===== src/rtl/irq_arb_pkg.sv =====
package irq_arb_pkg;
  localparam int PRIO_W = 3;

  typedef enum logic {
    TRIG_LEVEL = 1'b0,
    TRIG_EDGE  = 1'b1
  } trig_e;

  // Field order is the write layout: enable at bit 5 down to priority at 2:0.
  typedef struct packed {
    logic              enable;
    logic              exclude;
    trig_e             trig;
    logic [PRIO_W-1:0] prio;
  } src_mode_t;

  localparam int MODE_W = $bits(src_mode_t);
endpackage


===== src/rtl/irq_src_detect.sv =====
module irq_src_detect
  import irq_arb_pkg::*;
(
  input  logic  clk,
  input  logic  rst_n,
  input  logic  src_i,
  input  trig_e trig,
  input  logic  ack_clr,
  output logic  pend_o
);
  logic s_q, s_qq, edge_pend;
  logic rise_w;

  assign rise_w = s_q & ~s_qq;

  always_ff @(posedge clk) begin
    if (!rst_n) begin
      s_q       <= 1'b0;
      s_qq      <= 1'b0;
      edge_pend <= 1'b0;
    end else begin
      s_q  <= src_i;
      s_qq <= s_q;
      // A new edge arriving together with the acknowledge is kept.
      if (rise_w)       edge_pend <= 1'b1;
      else if (ack_clr) edge_pend <= 1'b0;
    end
  end

  assign pend_o = (trig == TRIG_EDGE) ? edge_pend : s_q;
endmodule


===== src/rtl/irq_prio_select.sv =====
module irq_prio_select
  import irq_arb_pkg::*;
#(
  parameter int NUM_SRC = 32,
  localparam int IDX_W  = $clog2(NUM_SRC)
) (
  input  logic [NUM_SRC-1:0]             elig,
  input  logic [NUM_SRC-1:0][PRIO_W-1:0] prio,
  output logic                           found,
  output logic [IDX_W-1:0]               idx,
  output logic [PRIO_W-1:0]              best
);
  // Scans from the top number downward; ">=" lets a lower number take a tie.
  always_comb begin
    found = 1'b0;
    idx   = '0;
    best  = '0;
    for (int i = NUM_SRC - 1; i >= 1; i--) begin
      if (elig[i] && (!found || prio[i] >= best)) begin
        found = 1'b1;
        idx   = IDX_W'(i);
        best  = prio[i];
      end
    end
  end
endmodule


===== src/rtl/irq_vec_arbiter.sv =====
module irq_vec_arbiter
  import irq_arb_pkg::*;
#(
  parameter int           NUM_SRC     = 32,
  parameter int           VEC_W       = 32,
  parameter logic [31:0]  DEFAULT_VEC = 32'hFFFF_0000,
  localparam int          IDX_W       = $clog2(NUM_SRC)
) (
  input  logic               clk,
  input  logic               rst_n,
  input  logic [NUM_SRC-1:0] src_i,
  input  logic               cfg_we,
  input  logic               cfg_kind,
  input  logic [IDX_W-1:0]   cfg_idx,
  input  logic [VEC_W-1:0]   cfg_wdata,
  input  logic               vec_rd,
  input  logic               eoi,
  output logic               irq_n,
  output logic [VEC_W-1:0]   vec_data,
  output logic               cur_valid,
  output logic [IDX_W-1:0]   cur_src,
  output logic [PRIO_W-1:0]  cur_prio
);
  src_mode_t                      mode_q [NUM_SRC];
  logic [VEC_W-1:0]               vec_q  [NUM_SRC];
  logic [NUM_SRC-1:0]             pend_w, elig_w, ack_w;
  logic [NUM_SRC-1:0][PRIO_W-1:0] prio_w;

  // Named internal events used by the checker.
  logic              win_found;
  logic [IDX_W-1:0]  win_idx;
  logic [PRIO_W-1:0] win_prio;
  logic              raise_w;
  logic              take_w;

  always_ff @(posedge clk) begin
    if (!rst_n) begin
      for (int i = 0; i < NUM_SRC; i++) begin
        mode_q[i] <= '0;
        vec_q[i]  <= '0;
      end
    end else if (cfg_we) begin
      if (cfg_kind) vec_q[cfg_idx]  <= cfg_wdata;
      else          mode_q[cfg_idx] <= src_mode_t'(cfg_wdata[MODE_W-1:0]);
    end
  end

  for (genvar g = 0; g < NUM_SRC; g++) begin : g_src
    irq_src_detect u_det (
      .clk     (clk),
      .rst_n   (rst_n),
      .src_i   (src_i[g]),
      .trig    (mode_q[g].trig),
      .ack_clr (ack_w[g]),
      .pend_o  (pend_w[g])
    );
    assign prio_w[g] = mode_q[g].prio;
    if (g == 0) begin : g_reserved
      assign elig_w[g] = 1'b0;
    end else begin : g_normal
      assign elig_w[g] = pend_w[g] & mode_q[g].enable & ~mode_q[g].exclude
                       & (!cur_valid || (mode_q[g].prio > cur_prio));
    end
    assign ack_w[g] = take_w && (win_idx == IDX_W'(g));
  end

  irq_prio_select #(.NUM_SRC(NUM_SRC)) u_sel (
    .elig  (elig_w),
    .prio  (prio_w),
    .found (win_found),
    .idx   (win_idx),
    .best  (win_prio)
  );

  assign raise_w = |elig_w;
  assign take_w  = vec_rd && win_found;

  always_ff @(posedge clk) begin
    if (!rst_n) begin
      irq_n     <= 1'b1;
      vec_data  <= VEC_W'(DEFAULT_VEC);
      cur_valid <= 1'b0;
      cur_src   <= '0;
      cur_prio  <= '0;
    end else begin
      irq_n <= ~raise_w;
      if (vec_rd) vec_data <= win_found ? vec_q[win_idx] : VEC_W'(DEFAULT_VEC);
      if (take_w) begin
        cur_valid <= 1'b1;
        cur_src   <= win_idx;
        cur_prio  <= win_prio;
      end else if (eoi) begin
        cur_valid <= 1'b0;
      end
    end
  end
endmodule


===== config.mk =====
export PLATFORM = sky130hd
export DESIGN_NAME = irq_vec_arbiter
export DESIGN_NICKNAME = d
export VERILOG_FILES = /design/src/rtl/irq_arb_pkg.sv /design/src/rtl/irq_src_detect.sv /design/src/rtl/irq_prio_select.sv /design/src/rtl/irq_vec_arbiter.sv
export SDC_FILE = /design/constraint.sdc
export NUM_CORES = 2
export LEC_CHECK = 0
export BUFFER_PORTS_ARGS = -buffer_cell sky130_fd_sc_hd__buf_2
export CORE_MARGIN = 2
export CORE_UTILIZATION = 25
export CTS_CLUSTER_SIZE = 30
export DETAILED_ROUTE_END_ITERATION = 10
export PLACE_DENSITY = 0.42
export SYNTH_ARGS = -nofsm -noshare
export SYNTH_HDL_FRONTEND = slang
export SYNTH_SLANG_ARGS = --single-unit

===== constraint.sdc =====
create_clock -name clk -period 55.5 [get_ports clk]
set_input_delay 2.775 -clock clk [delete_from_list [all_inputs] [get_ports clk]]
set_output_delay 2.775 -clock clk [all_outputs]
set_load 0.01 [all_outputs]

* Yosys cells after proc, flatten, opt, wreduce, memory -nomap -nowiden
Memory sizes are Yosys's and may differ from the RTL's.
Index checks and enable logic that the tools add are counted.
** Word-level totals
- Input bits :: 75
- Latch bits :: 0
- Register bits after elaboration :: 135
- Word-level logic and storage cells :: 772
- Output and inout port bits :: 42
- RAM bits :: 1216
- Bits in read-only memories :: 0
- Memories :: 2
** Memories
- vec_q :: words 32, width 32, rd ports 1, clocked after Yosys merged registers in 0, write ports 32, line irq_vec_arbiter.sv:25 : logic [VEC_W-1:0] vec_q [NUM_SRC];
- mode_q :: words 32, width 6, rd ports 31, clocked after Yosys merged registers in 0, write ports 32, line irq_vec_arbiter.sv:24 : src_mode_t mode_q [NUM_SRC];
** Cells by class
- Magnitude comparators :: 61
- $add $sub $neg :: 0
- Muxes and demuxes :: 204
- Div/mod/pow operators :: 0
- Bitwise operators :: 187
- Reductions and logical operators :: 189
- $mul :: 0
- Equal/unequal tests :: 31
- Shifts and indexed selects :: 0
** Operators by type and width (count)
- $mux W5 :: 33
- $mux W1 :: 137
- $and A1 B1 Y1 :: 124
- $gt A3 B3 Y1 :: 31
- $mux W3 :: 31
- $ge A3 B3 Y1 :: 30
- $eq A5 B5 Y1 const B :: 16
- $mux W32 :: 2
- $reduce_bool A2 Y1 :: 32
- $not A1 Y1 :: 63
- $logic_and A1 B1 Y1 :: 62
- $logic_or A1 B1 Y1 :: 61
- $eq A5 B4 Y1 const B :: 8
- $reduce_or A32 Y1 :: 1
- $logic_not A1 Y1 :: 31
- $reduce_or A31 Y1 :: 1
- $eq A5 B3 Y1 const B :: 4
- $eq A5 B2 Y1 const B :: 2
- $mux W6 :: 1
- $reduce_or A6 Y1 :: 1
- $eq A5 B1 Y1 const B :: 1

* Logic depth before layout (Yosys ltp)
An unclocked memory read counts as a cell.
- Depth in word-level cells :: 130
- Gate-level depth with buffers :: 242
- Mapped depth without buffers :: 232

* Hierarchy
From an unflattened synthesis, not the netlist that was laid out.
** Second synthesis, totals
- Cells, all modules :: 4854
- Area total of the unflattened synthesis :: 66093.4 um^2
** By module, submodules not included
- irq_vec_arbiter :: sequential area each 37265.7 um^2, cells each 3824, instances 1, area each 57682.8 um^2
- irq_prio_select :: sequential area each 0.0 um^2, cells each 751, instances 1, area each 5074.9 um^2
- irq_src_detect :: sequential area each 60.1 um^2, cells each 9, instances 31, area each 107.6 um^2

* Least setup slack after synthesis
No wires, ideal clock.
- Path kind :: register -> register
- From :: register cur_prio[1]
- To :: register vec_data[3]
- Clock period less this slack :: 43214 ps
- Stages on the path, launching flop included :: 219
- Arrival time :: 43127 ps
- Data required time :: 55413 ps
- Setup slack :: 12286 ps
- Buffers on the path :: 8
- Cells stage by stage :: dfxtp_1 inv_1 ha_1 nor2b_1 o311ai_2 a21oi_1 and2_1 ha_1 nor2b_1 o21ai_0 inv_1 o31a_1 a22o_1 ha_1 nand2b_1 a21o_1 a21oi_1 o21ai_1 [183 not listed] o31a_1 clkbuf_1 nor3_1 a21boi_1 inv_1 ha_1 nand2b_1 a21oi_1 nor2b_1 o31a_1 nor3_1 and3_1 nand3_2 nand2_1 nor3_1 or4_1 o31a_1 o31ai_1
** Between the ends
- Word-level cells in the longest chain between the ends :: 126
- Elaborated cells between the ends (all ways) :: 307
- Classes of those cells :: order compare: 61; mux: 93; bitwise: 31; reduce/logical: 121; memory: 1
** Ends and longest elaborated chain
- start, declared :: line irq_vec_arbiter.sv:22 : output logic [PRIO_W-1:0] cur_prio
- start signal, assigned :: line irq_vec_arbiter.sv:91 : cur_prio <= win_prio;
- $gt A3 B3 Y1 :: line irq_vec_arbiter.sv:62 : & (!cur_valid || (mode_q[g].prio > cur_prio));
- $logic_or A1 B1 Y1 :: line irq_vec_arbiter.sv:62
- $and A1 B1 Y1 :: line irq_vec_arbiter.sv:62
- $mux W3 / $mux W1 (equally long branches) :: line irq_prio_select.sv:19 : if (elig[i] && (!found || prio[i] >= best)) begin
- $ge A3 B3 Y1 / $logic_not A1 Y1 (equally long branches) :: line irq_prio_select.sv:19
- $logic_or A1 B1 Y1 :: line irq_prio_select.sv:19
- $logic_and A1 B1 Y1 :: line irq_prio_select.sv:19
- $mux W3 / $mux W1 (equally long branches) :: line irq_prio_select.sv:19
- [110 not listed]
- $logic_and A1 B1 Y1 :: line irq_prio_select.sv:19
- $mux W3 / $mux W1 (equally long branches) :: line irq_prio_select.sv:19
- $ge A3 B3 Y1 / $logic_not A1 Y1 (equally long branches) :: line irq_prio_select.sv:19
- $logic_or A1 B1 Y1 :: line irq_prio_select.sv:19
- $logic_and A1 B1 Y1 :: line irq_prio_select.sv:19
- $mux W5 :: line irq_prio_select.sv:19
- $mem_v2 Z32 W32
- $mux W32 (*) :: line irq_vec_arbiter.sv:87 : if (vec_rd) vec_data <= win_found ? vec_q[win_idx] : VEC_W'(DEFAULT_VEC);
- end signal, assigned :: line irq_vec_arbiter.sv:81 : vec_data <= VEC_W'(DEFAULT_VEC);
- end signal, assigned :: line irq_vec_arbiter.sv:87
- end, declared :: line irq_vec_arbiter.sv:19 : output logic [VEC_W-1:0] vec_data,
Every way passes the cells marked *; elsewhere a longest branch is shown, timed or not.
A chain may end at the register's enable or synchronous reset.

* Final worst setup path
- From :: register cur_prio[1]
- To :: register vec_data[21]
The elaborated chain is that of the path after synthesis.

==> impl_results.md <==
* Area added between synthesis and finish at 15.2%
* # nets final at 5,761
* DP HPWL at around 150 mm
* Cts bufs inserted at 155
* Initial Util at 25.2%
* Vias after detailed routing at around 46,000
* Synth Register Bits at 1,345
* Final setup skew at 65.5 ps
* GP Congestion at 0.813
* Tcrit/Tclk final at about 90%
* WL/cell at 28.1 um
* Setup violators final at 0
* Largest delay share family, worst path: compound AO/OA/AOI/OAI gates
* Synth Area in XOR/XNOR at 0%
* Synth Area in Compound Gates at 11.1%
* Pin count of the biggest net entering global routing at 121
* RSZ-0062 raised after global routing: false
* Cts hold-fix bufs at 0
* Top cell type by total area after synthesis: edfxtp_1
* CTS Sinks at between 1,000 and 1,500
* Post-synthesis adder-cell area fraction at 3.14%
* CORE AREA at 260,000 um^2
* Final total power at 3.34 mW
* Worst relative slew slack at between 20% and 30%
* Final hold violation count at 0
* Buf+Inv Stages, Crit Path at 12
* Number of max-cap violations at 0
* Most used DFF post-synth: edfxtp_1
* H-tree Lvls at 4
* Drt pass-1 iters at 6
* Worst Path Arrival at 52,100 ps
* Average cell area after synthesis at 11.9 um^2
* Worst setup SP type: register
* Cells after Synth at about 5,500
* Ports at 117
* Share of cells above drive strength 1 at 12.9%
* Max Freq at 19.4 MHz
* Initial antenna violation count at 48
* Status: finished clean
* CP dominant cell by count: ha_1
* Antenna-violating nets left at 0
* Rows at 187
* Critical path class: reg2reg
* Peak VDD IR at ~0.042 mV
* Pwr dens at 44.3 nW/um^2
* Post-synth EDFFs at 1,210
* Die Width at 516 um
* CTS tree: yes
* Die height at 516 um
* Drt initial violations at between 5,000 and 6,000
* Post-synthesis mux area share at 3.00%
* Root Driver: clkbuf_16
* Slowest stage delay, CP at about 900 ps
* Max-slew violations at 0
* Main combinational cell family by area after synthesis: simple AND/OR/NAND/NOR gates
* Unique masters post-synth at 108
* Sequential element share of the synthesized area at between 50% and 60%
* Yosys Warn Count at 0
* Total leakage power at 26.5 nW
* Worst-case clock buffer depth at 3
* Type of the most critical hold path: reg2reg
* Post-synthesis net count at 5,762
* Tot GR Track Use at 19.0%
* CP required at 56,160 ps
* Post-synth ARST share at 0%
* Area of the die at 266,000 um^2
* Sum Neg Setup Slack at 0 ps
* DRT Wirelength at about 260 mm
* First-pass GRT wire length at ~360 mm
* CP max FO at 21
* Cell Area, Synth at 65,500 um^2
* Vias in the first global route at about 45,000
* CP max-delay cell: nor4_1
* Slew @ Worst Pin at between 1000 and 1500 ps
* Nature of the critical path endpoint: register
* Overflow left after global routing at 0
* # port buffers at 115
* Vias per cell at between 5 and 6
* Synth Area in Simple Gates at 19.9%
* Clk Latency, worst-skew pair at just over 800 ps
* Drc violations at 0
* Synth top area cells: edfxtp_1 (55%), and2_1 (12%), dfxtp_1 (4.1%)
* Reg clk slew, reported paths at 60 ps
* Synth top area share at 55.5%
* Period minus WS final at 51,440 ps
sequential cells by signal, summed over array words and instances (netlist names):
name,flops
vec_q,1024
mode_q,186
vec_data,32
g_src.u_det.edge_pend,31
g_src.u_det.s_q,31
g_src.u_det.s_qq,31
cur_src,5
cur_prio,3
cur_valid,1
irq_n,1
path summary, 6_finish.rpt:
check	from	cells past startpoint	slack, ps	endpoint
worst max-delay path	cur_prio[1]$_SDFFE_PN0P_	214	4060	vec_data[21]$_SDFFE_PN1P_
worst min-delay path	g_src[5].u_det.s_q$_SDFF_PN0_	2	460	g_src[5].u_det.edge_pend$_SDFFE_PN0P_
worst max register to register	cur_prio[1]$_SDFFE_PN0P_	214	4060	vec_data[21]$_SDFFE_PN1P_
worst min register to register	g_src[5].u_det.s_q$_SDFF_PN0_	2	460	g_src[5].u_det.edge_pend$_SDFFE_PN0P_
logic make-up after synthesis:
kind of cell | after synthesis
buffers and inverters | 521
DFF | 1345
AOI/OAI and AO/OA | 1007
muxes | 181
adders and majority gates | 165
and+or+nand+nor | 2306
cell usage after synthesis (48+ instances only):
library cell / n
a21oi_1: 140
a222oi_1: 76
and2_1: 1295
and3_1: 48
buf_2: 80
clkbuf_1: 312
dfxtp_1: 135
edfxtp_1: 1210
ha_1: 162
inv_1: 97
mux2_2: 112
mux2i_1: 64
nand2_1: 360
nand2b_1: 77
nand3_1: 106
nor2_1: 189
nor2b_1: 49
nor3_1: 56
o21ai_0: 186
o22ai_1: 106
per-stage QoR:
stage | setup slack (ps) | util [%] | instance area (um^2) | std cells | hold WS [ps]
after floorplan | 12290 | - | 65500 | 5525 | 444
after global placement | 3850 | 27.1 | 70500 | 8862 | 459
after detailed placement | 3850 | 27.1 | 70500 | 8862 | 468
after CTS | 3640 | 29.0 | 75400 | 9152 | 455
after global routing | 126 | 29.0 | 75400 | 9153 | 481
final | 4060 | 29.0 | 75400 | 9168 | 462
where the power goes:
| part | switching [mW] | internal [mW] |
|---|---|---|
| combinational | 0.800 | 0.332 |
| clock | 0.449 | 0.563 |
| sequential | 0.0319 | 1.16 |
final cells by class:
cell class                      count  area (um^2)
Tap cell                         3496         4370
Timing Repair Buffer              264         1740
Clock buffer                      237         4340
Sequential cell                  1345        39000
Multi-Input combinational cell   3659        25000
Clock inverter                     53          547
Fill cell                       26500       185000
Inverter                           99          372
Antenna cell                       15         37.5
worst reg2reg max path: cells and delay by family (launching register included):
family / cells / cell delay [ps]
flip-flops: 1 / 310
AND/OR/NAND/NOR: 72 / 14300
buffers and inverters: 12 / 2690
adder cells (fa/ha/maj): 34 / 9250
AO/OA/AOI/OAI: 88 / 21690
multiplexers: 8 / 3070
metal layers:
layer / global-route usage [%] / share of wire (%)
met1: 26.5 / 45
met2: 30.5 / 46
met3: 3.09 / 6.7
met4: 4.98 / 2.6
met5: 0 / 0.019
cell usage in the layout, fill, tap and decap left out, types with 36 or more instances in the layout:
cell / instances
a21oi_1: 140
a222oi_1: 76
a31oi_1: 38
and2_1: 1295
and3_1: 48
buf_2: 112
buf_4: 148
clkbuf_1: 70
clkbuf_16: 158
dfxtp_1: 133
edfxtp_1: 1210
ha_1: 162
inv_1: 97
mux2_2: 112
mux2i_1: 64
nand2_1: 355
nand2b_1: 76
nand3_1: 105
nor2_1: 151
nor2b_1: 49
nor3_1: 55
o21ai_0: 154
o22a_1: 36
o22ai_1: 106
repair_timing:
action / in CTS / in global routing
resized for setup: 0 / 1
endpoints found under the setup margin: 0 / 18
buffers inserted: 0 / 1
No activity file was read; power rests on OpenSTA's default activity.
